--- config.mk ---
export PLATFORM = sky130hd
export DESIGN_NAME = trap_return_seq
export DESIGN_NICKNAME = d
export VERILOG_FILES = /design/src/rtl/trp_pkg.sv /design/src/rtl/trp_priv_check.sv /design/src/rtl/trp_target_sel.sv /design/src/rtl/trp_status_pop.sv /design/src/rtl/trap_return_seq.sv
export SDC_FILE = /design/constraint.sdc
export NUM_CORES = 1
export LEC_CHECK = 0
export CAP_MARGIN = 20
export CORE_MARGIN = 8
export CORE_UTILIZATION = 29
export DETAILED_ROUTE_END_ITERATION = 16
export GPL_TIMING_DRIVEN = 1
export PLACE_DENSITY_LB_ADDON = 0.15
export SLEW_MARGIN = 15
export SYNTH_ARGS = -nofsm -noshare
export SYNTH_HDL_FRONTEND = slang
export SYNTH_SLANG_ARGS = --single-unit
--- constraint.sdc ---
create_clock -name clk -period 0.9 [get_ports clk]
set_clock_uncertainty 0.05 [all_clocks]
set_input_delay 0.18 -clock clk [delete_from_list [all_inputs] [get_ports clk]]
set_output_delay 0.18 -clock clk [all_outputs]
set_load 0.01 [all_outputs]
--- src/rtl/trp_pkg.sv ---
package trp_pkg;
  localparam int unsigned PRIV_W  = 2;
  localparam int unsigned CAUSE_W = 4;

  localparam logic [PRIV_W-1:0] PRIV_USER  = 2'd0;
  localparam logic [PRIV_W-1:0] PRIV_SUPV  = 2'd1;
  localparam logic [PRIV_W-1:0] PRIV_RSVD  = 2'd2;
  localparam logic [PRIV_W-1:0] PRIV_MACH  = 2'd3;

  localparam logic [CAUSE_W-1:0] CAUSE_ILLEGAL  = 4'd2;
  localparam logic [CAUSE_W-1:0] CAUSE_MISALIGN = 4'd0;

  // status word field positions (decoded by neighbouring blocks)
  localparam int unsigned POS_SIE    = 1;
  localparam int unsigned POS_MIE    = 3;
  localparam int unsigned POS_SPIE   = 5;
  localparam int unsigned POS_MPIE   = 7;
  localparam int unsigned POS_SPP    = 8;
  localparam int unsigned POS_MPP_LO = 11;
  localparam int unsigned POS_MPP_HI = 12;
endpackage

--- src/rtl/trp_priv_check.sv ---
module trp_priv_check
  import trp_pkg::*;
(
  input  logic              is_mret,
  input  logic [PRIV_W-1:0] cur_priv,
  input  logic [1:0]        saved_mpp,
  input  logic              saved_spp,
  output logic              illegal,
  output logic [PRIV_W-1:0] resume_priv
);
  logic [PRIV_W-1:0] req_level;
  logic [PRIV_W-1:0] mpp_mapped;

  always_comb begin
    req_level = is_mret ? PRIV_MACH : PRIV_SUPV;
    illegal   = (cur_priv < req_level);
  end

  always_comb begin
    mpp_mapped = (saved_mpp == PRIV_RSVD) ? PRIV_USER : saved_mpp;
    if (is_mret) resume_priv = mpp_mapped;
    else         resume_priv = {1'b0, saved_spp};
  end
endmodule

--- src/rtl/trp_target_sel.sv ---
module trp_target_sel #(
  parameter int unsigned XLEN       = 32,
  parameter int unsigned ALIGN_BITS = 2
) (
  input  logic            is_mret,
  input  logic [XLEN-1:0] mepc,
  input  logic [XLEN-1:0] sepc,
  input  logic            has_compressed,
  output logic [XLEN-1:0] target,
  output logic            misaligned
);
  always_comb target = is_mret ? mepc : sepc;

  generate
    if (ALIGN_BITS == 0) begin : g_no_align
      assign misaligned = 1'b0;
    end else begin : g_align
      logic [ALIGN_BITS-1:0] low_bits;
      assign low_bits   = target[ALIGN_BITS-1:0];
      assign misaligned = !has_compressed && (low_bits != '0);
    end
  endgenerate
endmodule

--- src/rtl/trp_status_pop.sv ---
module trp_status_pop
  import trp_pkg::*;
#(
  parameter int unsigned XLEN = 32
) (
  input  logic            is_mret,
  input  logic [XLEN-1:0] status_in,
  output logic [XLEN-1:0] status_next
);
  generate
    for (genvar i = 0; i < XLEN; i++) begin : g_bit
      if (i == POS_MIE) begin : g_mie
        assign status_next[i] = is_mret ? status_in[POS_MPIE] : status_in[i];
      end else if (i == POS_SIE) begin : g_sie
        assign status_next[i] = is_mret ? status_in[i] : status_in[POS_SPIE];
      end else if (i == POS_MPIE || i == POS_MPP_LO || i == POS_MPP_HI) begin : g_mclr
        assign status_next[i] = is_mret ? 1'b0 : status_in[i];
      end else if (i == POS_SPIE || i == POS_SPP) begin : g_sclr
        assign status_next[i] = is_mret ? status_in[i] : 1'b0;
      end else begin : g_keep
        assign status_next[i] = status_in[i];
      end
    end
  endgenerate
endmodule

--- src/rtl/trap_return_seq.sv ---
module trap_return_seq
  import trp_pkg::*;
#(
  parameter int unsigned XLEN = 32
) (
  input  logic            clk,
  input  logic            rst_n,
  input  logic            ret_req,
  input  logic            ret_is_mret,
  input  logic [1:0]      cur_priv,
  input  logic [XLEN-1:0] status_in,
  input  logic [XLEN-1:0] mepc_in,
  input  logic [XLEN-1:0] sepc_in,
  input  logic            has_compressed,
  output logic            ret_done,
  output logic [XLEN-1:0] status_out,
  output logic [1:0]      priv_out,
  output logic [XLEN-1:0] target_pc,
  output logic            exc_illegal,
  output logic            exc_misaligned,
  output logic [3:0]      exc_cause
);
  logic              illegal_w;
  logic              mis_raw_w;
  logic              mis_w;
  logic              exc_w;
  logic [PRIV_W-1:0] resume_priv_w;
  logic [XLEN-1:0]   target_w;
  logic [XLEN-1:0]   popped_w;

  logic [XLEN-1:0]    status_n;
  logic [PRIV_W-1:0]  priv_n;
  logic [CAUSE_W-1:0] cause_n;

  logic               done_q;
  logic [XLEN-1:0]    status_q;
  logic [PRIV_W-1:0]  priv_q;
  logic [XLEN-1:0]    target_q;
  logic               ill_q;
  logic               mis_q;
  logic [CAUSE_W-1:0] cause_q;

  trp_priv_check u_priv (
    .is_mret     (ret_is_mret),
    .cur_priv    (cur_priv),
    .saved_mpp   (status_in[POS_MPP_HI:POS_MPP_LO]),
    .saved_spp   (status_in[POS_SPP]),
    .illegal     (illegal_w),
    .resume_priv (resume_priv_w)
  );

  trp_target_sel #(.XLEN(XLEN), .ALIGN_BITS(2)) u_target (
    .is_mret        (ret_is_mret),
    .mepc           (mepc_in),
    .sepc           (sepc_in),
    .has_compressed (has_compressed),
    .target         (target_w),
    .misaligned     (mis_raw_w)
  );

  trp_status_pop #(.XLEN(XLEN)) u_pop (
    .is_mret     (ret_is_mret),
    .status_in   (status_in),
    .status_next (popped_w)
  );

  // next-state
  always_comb begin
    mis_w = mis_raw_w && !illegal_w;
    exc_w = illegal_w || mis_w;
    if (exc_w) begin
      status_n = status_in;
      priv_n   = cur_priv;
    end else begin
      status_n = popped_w;
      priv_n   = resume_priv_w;
    end
    if (illegal_w)  cause_n = CAUSE_ILLEGAL;
    else if (mis_w) cause_n = CAUSE_MISALIGN;
    else            cause_n = '0;
  end

  // registers, data loaded only on a request
  always_ff @(posedge clk or negedge rst_n) begin
    if (!rst_n) begin
      done_q   <= 1'b0;
      status_q <= '0;
      priv_q   <= PRIV_MACH;
      target_q <= '0;
      ill_q    <= 1'b0;
      mis_q    <= 1'b0;
      cause_q  <= '0;
    end else begin
      done_q <= ret_req;
      if (ret_req) begin
        status_q <= status_n;
        priv_q   <= priv_n;
        target_q <= target_w;
        ill_q    <= illegal_w;
        mis_q    <= mis_w;
        cause_q  <= cause_n;
      end
    end
  end

  assign ret_done       = done_q;
  assign status_out     = status_q;
  assign priv_out       = priv_q;
  assign target_pc      = target_q;
  assign exc_illegal    = ill_q;
  assign exc_misaligned = mis_q;
  assign exc_cause      = cause_q;


  done_pulse_chk: assert property (@(posedge clk) disable iff (!rst_n)
    ret_req |=> ret_done);

  done_idle_chk: assert property (@(posedge clk) disable iff (!rst_n)
    !ret_req |=> !ret_done);

  mret_priv_chk: assert property (@(posedge clk) disable iff (!rst_n)
    ret_req && ret_is_mret && (cur_priv != 2'd3) |=> exc_illegal && (exc_cause == 4'd2));

  sret_priv_chk: assert property (@(posedge clk) disable iff (!rst_n)
    ret_req && !ret_is_mret && (cur_priv == 2'd0) |=> exc_illegal && (exc_cause == 4'd2));

  target_chk: assert property (@(posedge clk) disable iff (!rst_n)
    ret_req |=> target_pc == ($past(ret_is_mret) ? $past(mepc_in) : $past(sepc_in)));

  exc_excl_chk: assert property (@(posedge clk) disable iff (!rst_n)
    $onehot0({exc_illegal, exc_misaligned}));

  compressed_ok_chk: assert property (@(posedge clk) disable iff (!rst_n)
    ret_req && has_compressed |=> !exc_misaligned);

  exc_keep_chk: assert property (@(posedge clk) disable iff (!rst_n)
    ret_done && (exc_illegal || exc_misaligned) |->
      (status_out == $past(status_in)) && (priv_out == $past(cur_priv)));

  no_rsvd_priv_chk: assert property (@(posedge clk) disable iff (!rst_n)
    ret_done && !exc_illegal && !exc_misaligned |-> priv_out != 2'd2);

  hold_chk: assert property (@(posedge clk) disable iff (!rst_n)
    !ret_req |=> $stable(status_out) && $stable(priv_out) && $stable(target_pc)
                 && $stable(exc_cause));
endmodule

Word level (Yosys, flattened, before mapping). Index checks and enable logic that the tools add are counted.

Register bits after elaboration: 73. Word-level logic and storage cells: 29.

Magnitude comparators: 1. Eq/ne operators: 1. Multiplexer cells: 14. Reduce and logical (&&, ||, !) cells: 6.

Operator list (number): $mux W32 (1); $mux W13 (1); $mux W2 (5); $mux W1 (7); $eq A2 B2 Y1 const B (1); $logic_and A1 B1 Y1 (2); $logic_not A1 Y1 (2); $lt A2 B2 Y1 (1); $reduce_bool A2 Y1 (1); $logic_or A1 B1 Y1 (1).

Logic depth before layout (Yosys ltp).
Depth in word-level cells: 6. Depth in mapped cells: 8.

Modules after synthesis. Synthesis repeated with hierarchy kept, for this count alone.

Cell total of the unflattened synthesis: 347. Area, all modules: 3935.0 um^2.

Modules (own cells, without submodules): trap_return_seq (times used 1, cells an instance 271, area each 3076.7 um^2, seq. area each 1729.2 um^2); trp_target_sel (times used 1, cells an instance 39, area each 563.0 um^2, seq. area each 0.0 um^2); trp_status_pop (times used 1, cells an instance 32, area each 251.5 um^2, seq. area each 0.0 um^2); trp_priv_check (times used 1, cells an instance 5, area each 43.8 um^2, seq. area each 0.0 um^2).

Worst setup path before layout. No wires, ideal clock.

Path kind: input port to flip-flop. Start: in ret_is_mret. End: reg status_q[1] (netlist: status_out[1]). Library setup time: 0.138 ns. Data arrival time: 1.279 ns. Data required time: 0.712 ns. Setup slack: -0.567 ns. Cell stages on the path: 8. Path buffers: 2. Cell sequence: buf_6 > buf_4 > inv_1 > ha_1 > a21o_1 > o31ai_4 > o211ai_1 > o311ai_1.

Longest elaborated chain between the ends: 6. Elaborated cells on any way between the ends: 10.

RTL lines: from (decl) (RTL line trap_return_seq.sv:9) `input logic ret_is_mret,`; $mux W2 or $mux W32 (tied branches) (RTL line trp_priv_check.sv:15, trp_target_sel.sv:12); $lt A2 B2 Y1 or $reduce_bool A2 Y1 (tied branches) (RTL line trp_priv_check.sv:16, trp_target_sel.sv:20); $logic_not A1 Y1 or $logic_and A1 B1 Y1 (tied branches) (RTL line trap_return_seq.sv:69, trp_target_sel.sv:20); $logic_and A1 B1 Y1 (RTL line trap_return_seq.sv:69) `mis_w = mis_raw_w && !illegal_w;`; $logic_or A1 B1 Y1 (RTL line trap_return_seq.sv:70) `exc_w = illegal_w || mis_w;`; $mux W13 (*) (RTL line trap_return_seq.sv:71) `if (exc_w) begin`; to (signal assigned) (RTL line trap_return_seq.sv:96) `status_q <= status_n;`; to (decl) (RTL line trap_return_seq.sv:36) `logic [XLEN-1:0] status_q;`.

Mark *: on every way between the ends. The rest lies on a longest branch, timed or not. A chain may end at the register's enable or synchronous reset.

Final worst setup path.
Start: reg priv_q[1] (netlist: priv_out[1]). End: out priv_out[1].

RTL lines: from (decl) (RTL line trap_return_seq.sv:37) `logic [PRIV_W-1:0] priv_q;`; from (signal assigned) (RTL line trap_return_seq.sv:97) `priv_q <= priv_n;`; to (decl) (RTL line trap_return_seq.sv:17) `output logic [1:0] priv_out,`.

No word-level cell between the ends.

==> metrics.yaml <==
floorplan:
  start_util: 0.295
  die_w_um: 118
  ios: 176
  num_rows: 37
  chipHeight_um: 118
  core_region_area_sq_mm: 0.0102
  dieArea_sq_mm: 0.0139
global_routing:
  grt_max_degree: 31
  groute.usage.overall: 0.140
  first_global_vias: 3044
  antenna_found_initial: 0
  grt_pass1_wl_um: 15700
  overflow: 0
detailed_routing:
  drt-initial-drc-count: 109
  routed_wl_um: 9610
  vias_per_cell: 4.38
  dr.pass1.iters: 4
  drc: 0
  post_drt_wl_per_cell_um: 15.6
  ant_nets: 0
  vias: 2697
sta:
  fmax_mhz: 837
  whs_ps: 71.6
  hold_viol: 0
  fin_crit_ps: 1200
  setup_slack_ps: -295
  rsz0062_at_grt: "yes"
  fin_crit_sh: 1.33
  setup_viol: 87
  slew_viol_final: 0
cells_and_area:
  final_nets: 579
  fin_area_sq_mm: 0.00556
  final_common_cell: "clkdlybuf4s50_1"
  num_antenna_cells: 0
  drive_above_1_share: 0.404
  area_growth_pct: 83.9
  most-common-layout-cells: "92 x clkdlybuf4s50_1, 67 x dfrtp_1, 53 x buf_6, 36 x buf_4, 34 x buf_2"
  num-fill-cells: 914
synthesis:
  synth.distinct_cells: 26
  ys_seq_area_frac: 0.572
  async_flop_share: 1.00
  yosys.area.top_type_share: 0.555
  ys.flop_type: "dfrtp_1"
  synth_edf_count: 0
  synth-seq-cells: 69
  netlist_area_sq_mm: 0.00302
  syn_avg_cell_area_sq_um: 11.8
  synth_area_leaders: "dfrtp_1 55%, mux2i_1 11%, mux2_2 10%, a21oi_1 5.5%, nor2_1 4.2%"
  synth_top_area_cell: "dfrtp_1"
  yosys_warnings: 0
  netlist_instances: 256
cts:
  clkTransAtPathRegs_ps: 70
  cts_sinks: 69
  clock-root-buffer: "clkbuf_8"
  cts_buffers: 9
  h-tree-depth: 3
  cts_tree: "yes"
  clk_latency_ps: 320
  clockBufferDepth: 2
setup_path:
  r2r_end: "priv_out[0]"
  cp_num_buf_inv: 1
  crit_fanout: 2
  worstPathRequired_ps: 670
  slowest_stage: "dfstp_2"
  max_stage_delay_ps: 540
  cp_top_family: "flip-flops"
  crit_chain: "buf_6"
  rrSetupSlack_ps: -130
  rr_startpoint: "priv_out[0]"
  worstPathArrival_ps: 970
  worstSetupPathType: "reg2out"
  cp-start-kind: "flip-flop"
  reg2reg_depth: 4
  end_kind: "output pin"
status:
  outcome: "complete, but fails checks"
  violations: "setup timing"
place:
  place_congestion: 0.735
  pre_cts_slack_ps: -886
  port_buffers: 172
  dpl_cell_area_sq_mm: 0.00511
  hpwl_um: 7320
min_path:
  holdCritStartpoint: "cur_priv[1]"
  hold_depth: 3
  min_to: "priv_out[1]"
  hold_path.class: "in2reg"
power_and_ir_drop:
  clockPowerShare: 0.277
  power.density_mw_per_mm2: 1500
  intPower_mw: 6.04
  swShare: 0.273
  p_comb_frac: 0.286
  switchingPower_mw: 2.27
  p_leak_nw: 2.56
  seqPwrFrac: 0.438
  peakVddDrop_mv: 0.734
  power_mw: 8.32
job:
  maxCapViolCount: 0
## flip-flops by register name, summed over array words and instances, names as in the netlist
| register | count |
|---|---|
| ret_done | 1 |
| exc_cause | 1 |
| priv_out | 2 |
| target_pc | 32 |
| exc_misaligned | 1 |
| status_out | 32 |
## cell usage after synthesis (all sizes together) (4+ instances only)
| library cell | instances |
|---|---|
| nand2 | 6 |
| nor2 | 34 |
| dfrtp | 67 |
| o22ai | 4 |
| nand3 | 4 |
| buf | 17 |
| clkbuf | 4 |
| mux2 | 27 |
| a21oi | 33 |
| inv | 9 |
| mux2i | 32 |
## worst min-delay path, stage by stage
cell and delay, ps:
buf_6 100, nand3_2 70, o311ai_4 80
## what timing repair did
item,4_1_cts,5_1_grt
hold buffers,1,0
endpoints found under the hold margin,67,0
setup endpoints to repair,89,86
pin swaps,15,7
buffers inserted,23,18
resized for setup,350,36
## stage by stage
stage	TNS (ps)	util	std cells
2_1_floorplan	-6270	-	258
3_3_place_gp	-34810	0.500	569
3_5_place_dp	-36160	0.500	569
4_1_cts	-15340	0.520	604
5_1_grt	-18550	0.543	616
6_report	-14420	0.543	616
## cells by family after synthesis
group / share of synthesized area
compound gates: 0.0923
mux: 0.207
other cells: 0.00124
flops: 0.572
buf+inv: 0.0513
fa+ha+maj: 0.00414
simple gates: 0.0721
## power groups by stage
stage | logic, mW | clock network [mW] | registers (mW)
floorplan | 0.622 | 0 | 3.81
global placement | 2.21 | 0 | 3.65
detailed placement | 2.22 | 0 | 3.66
CTS | 2.21 | 2.39 | 3.62
global route | 2.58 | 2.55 | 3.68
finish | 2.38 | 2.30 | 3.64
## layout make-up
class                           instances  area, sq um  area share
Clock inverter                          4         22.5     0.00405
Multi-Input combinational cell        159         1280       0.230
Timing Repair Buffer                  227         2160       0.389
Sequential cell                        69         1730       0.311
Inverter                                9         41.3     0.00743
Tap cell                              136          170      0.0306
Clock buffer                           12          155      0.0279
## per-layer routing
metal | track usage | vias to the layer above | part of all wire
li1 | - | 1318 | -
met1 | 0.168 | 1272 | 0.42
met2 | 0.219 | 101 | 0.47
met3 | 0.0705 | 6 | 0.096
met4 | 0.0336 | 0 | 0.0062
met5 | 0 | - | 0
## worst max path at each step
stage                     to  cells past startpoint   startpoint  slack [ps]
2_1_floorplan  status_out[1]                      8  ret_is_mret        -500
3_3_place_gp   status_out[1]                      6  cur_priv[1]        -830
3_5_place_dp   status_out[1]                      6  cur_priv[1]        -890
4_1_cts          priv_out[1]                      1  priv_out[1]        -310
5_1_grt          priv_out[1]                      1  priv_out[1]        -340
6_report         priv_out[1]                      1  priv_out[1]        -300
Note: power is estimated with default switching activity, not from simulation.
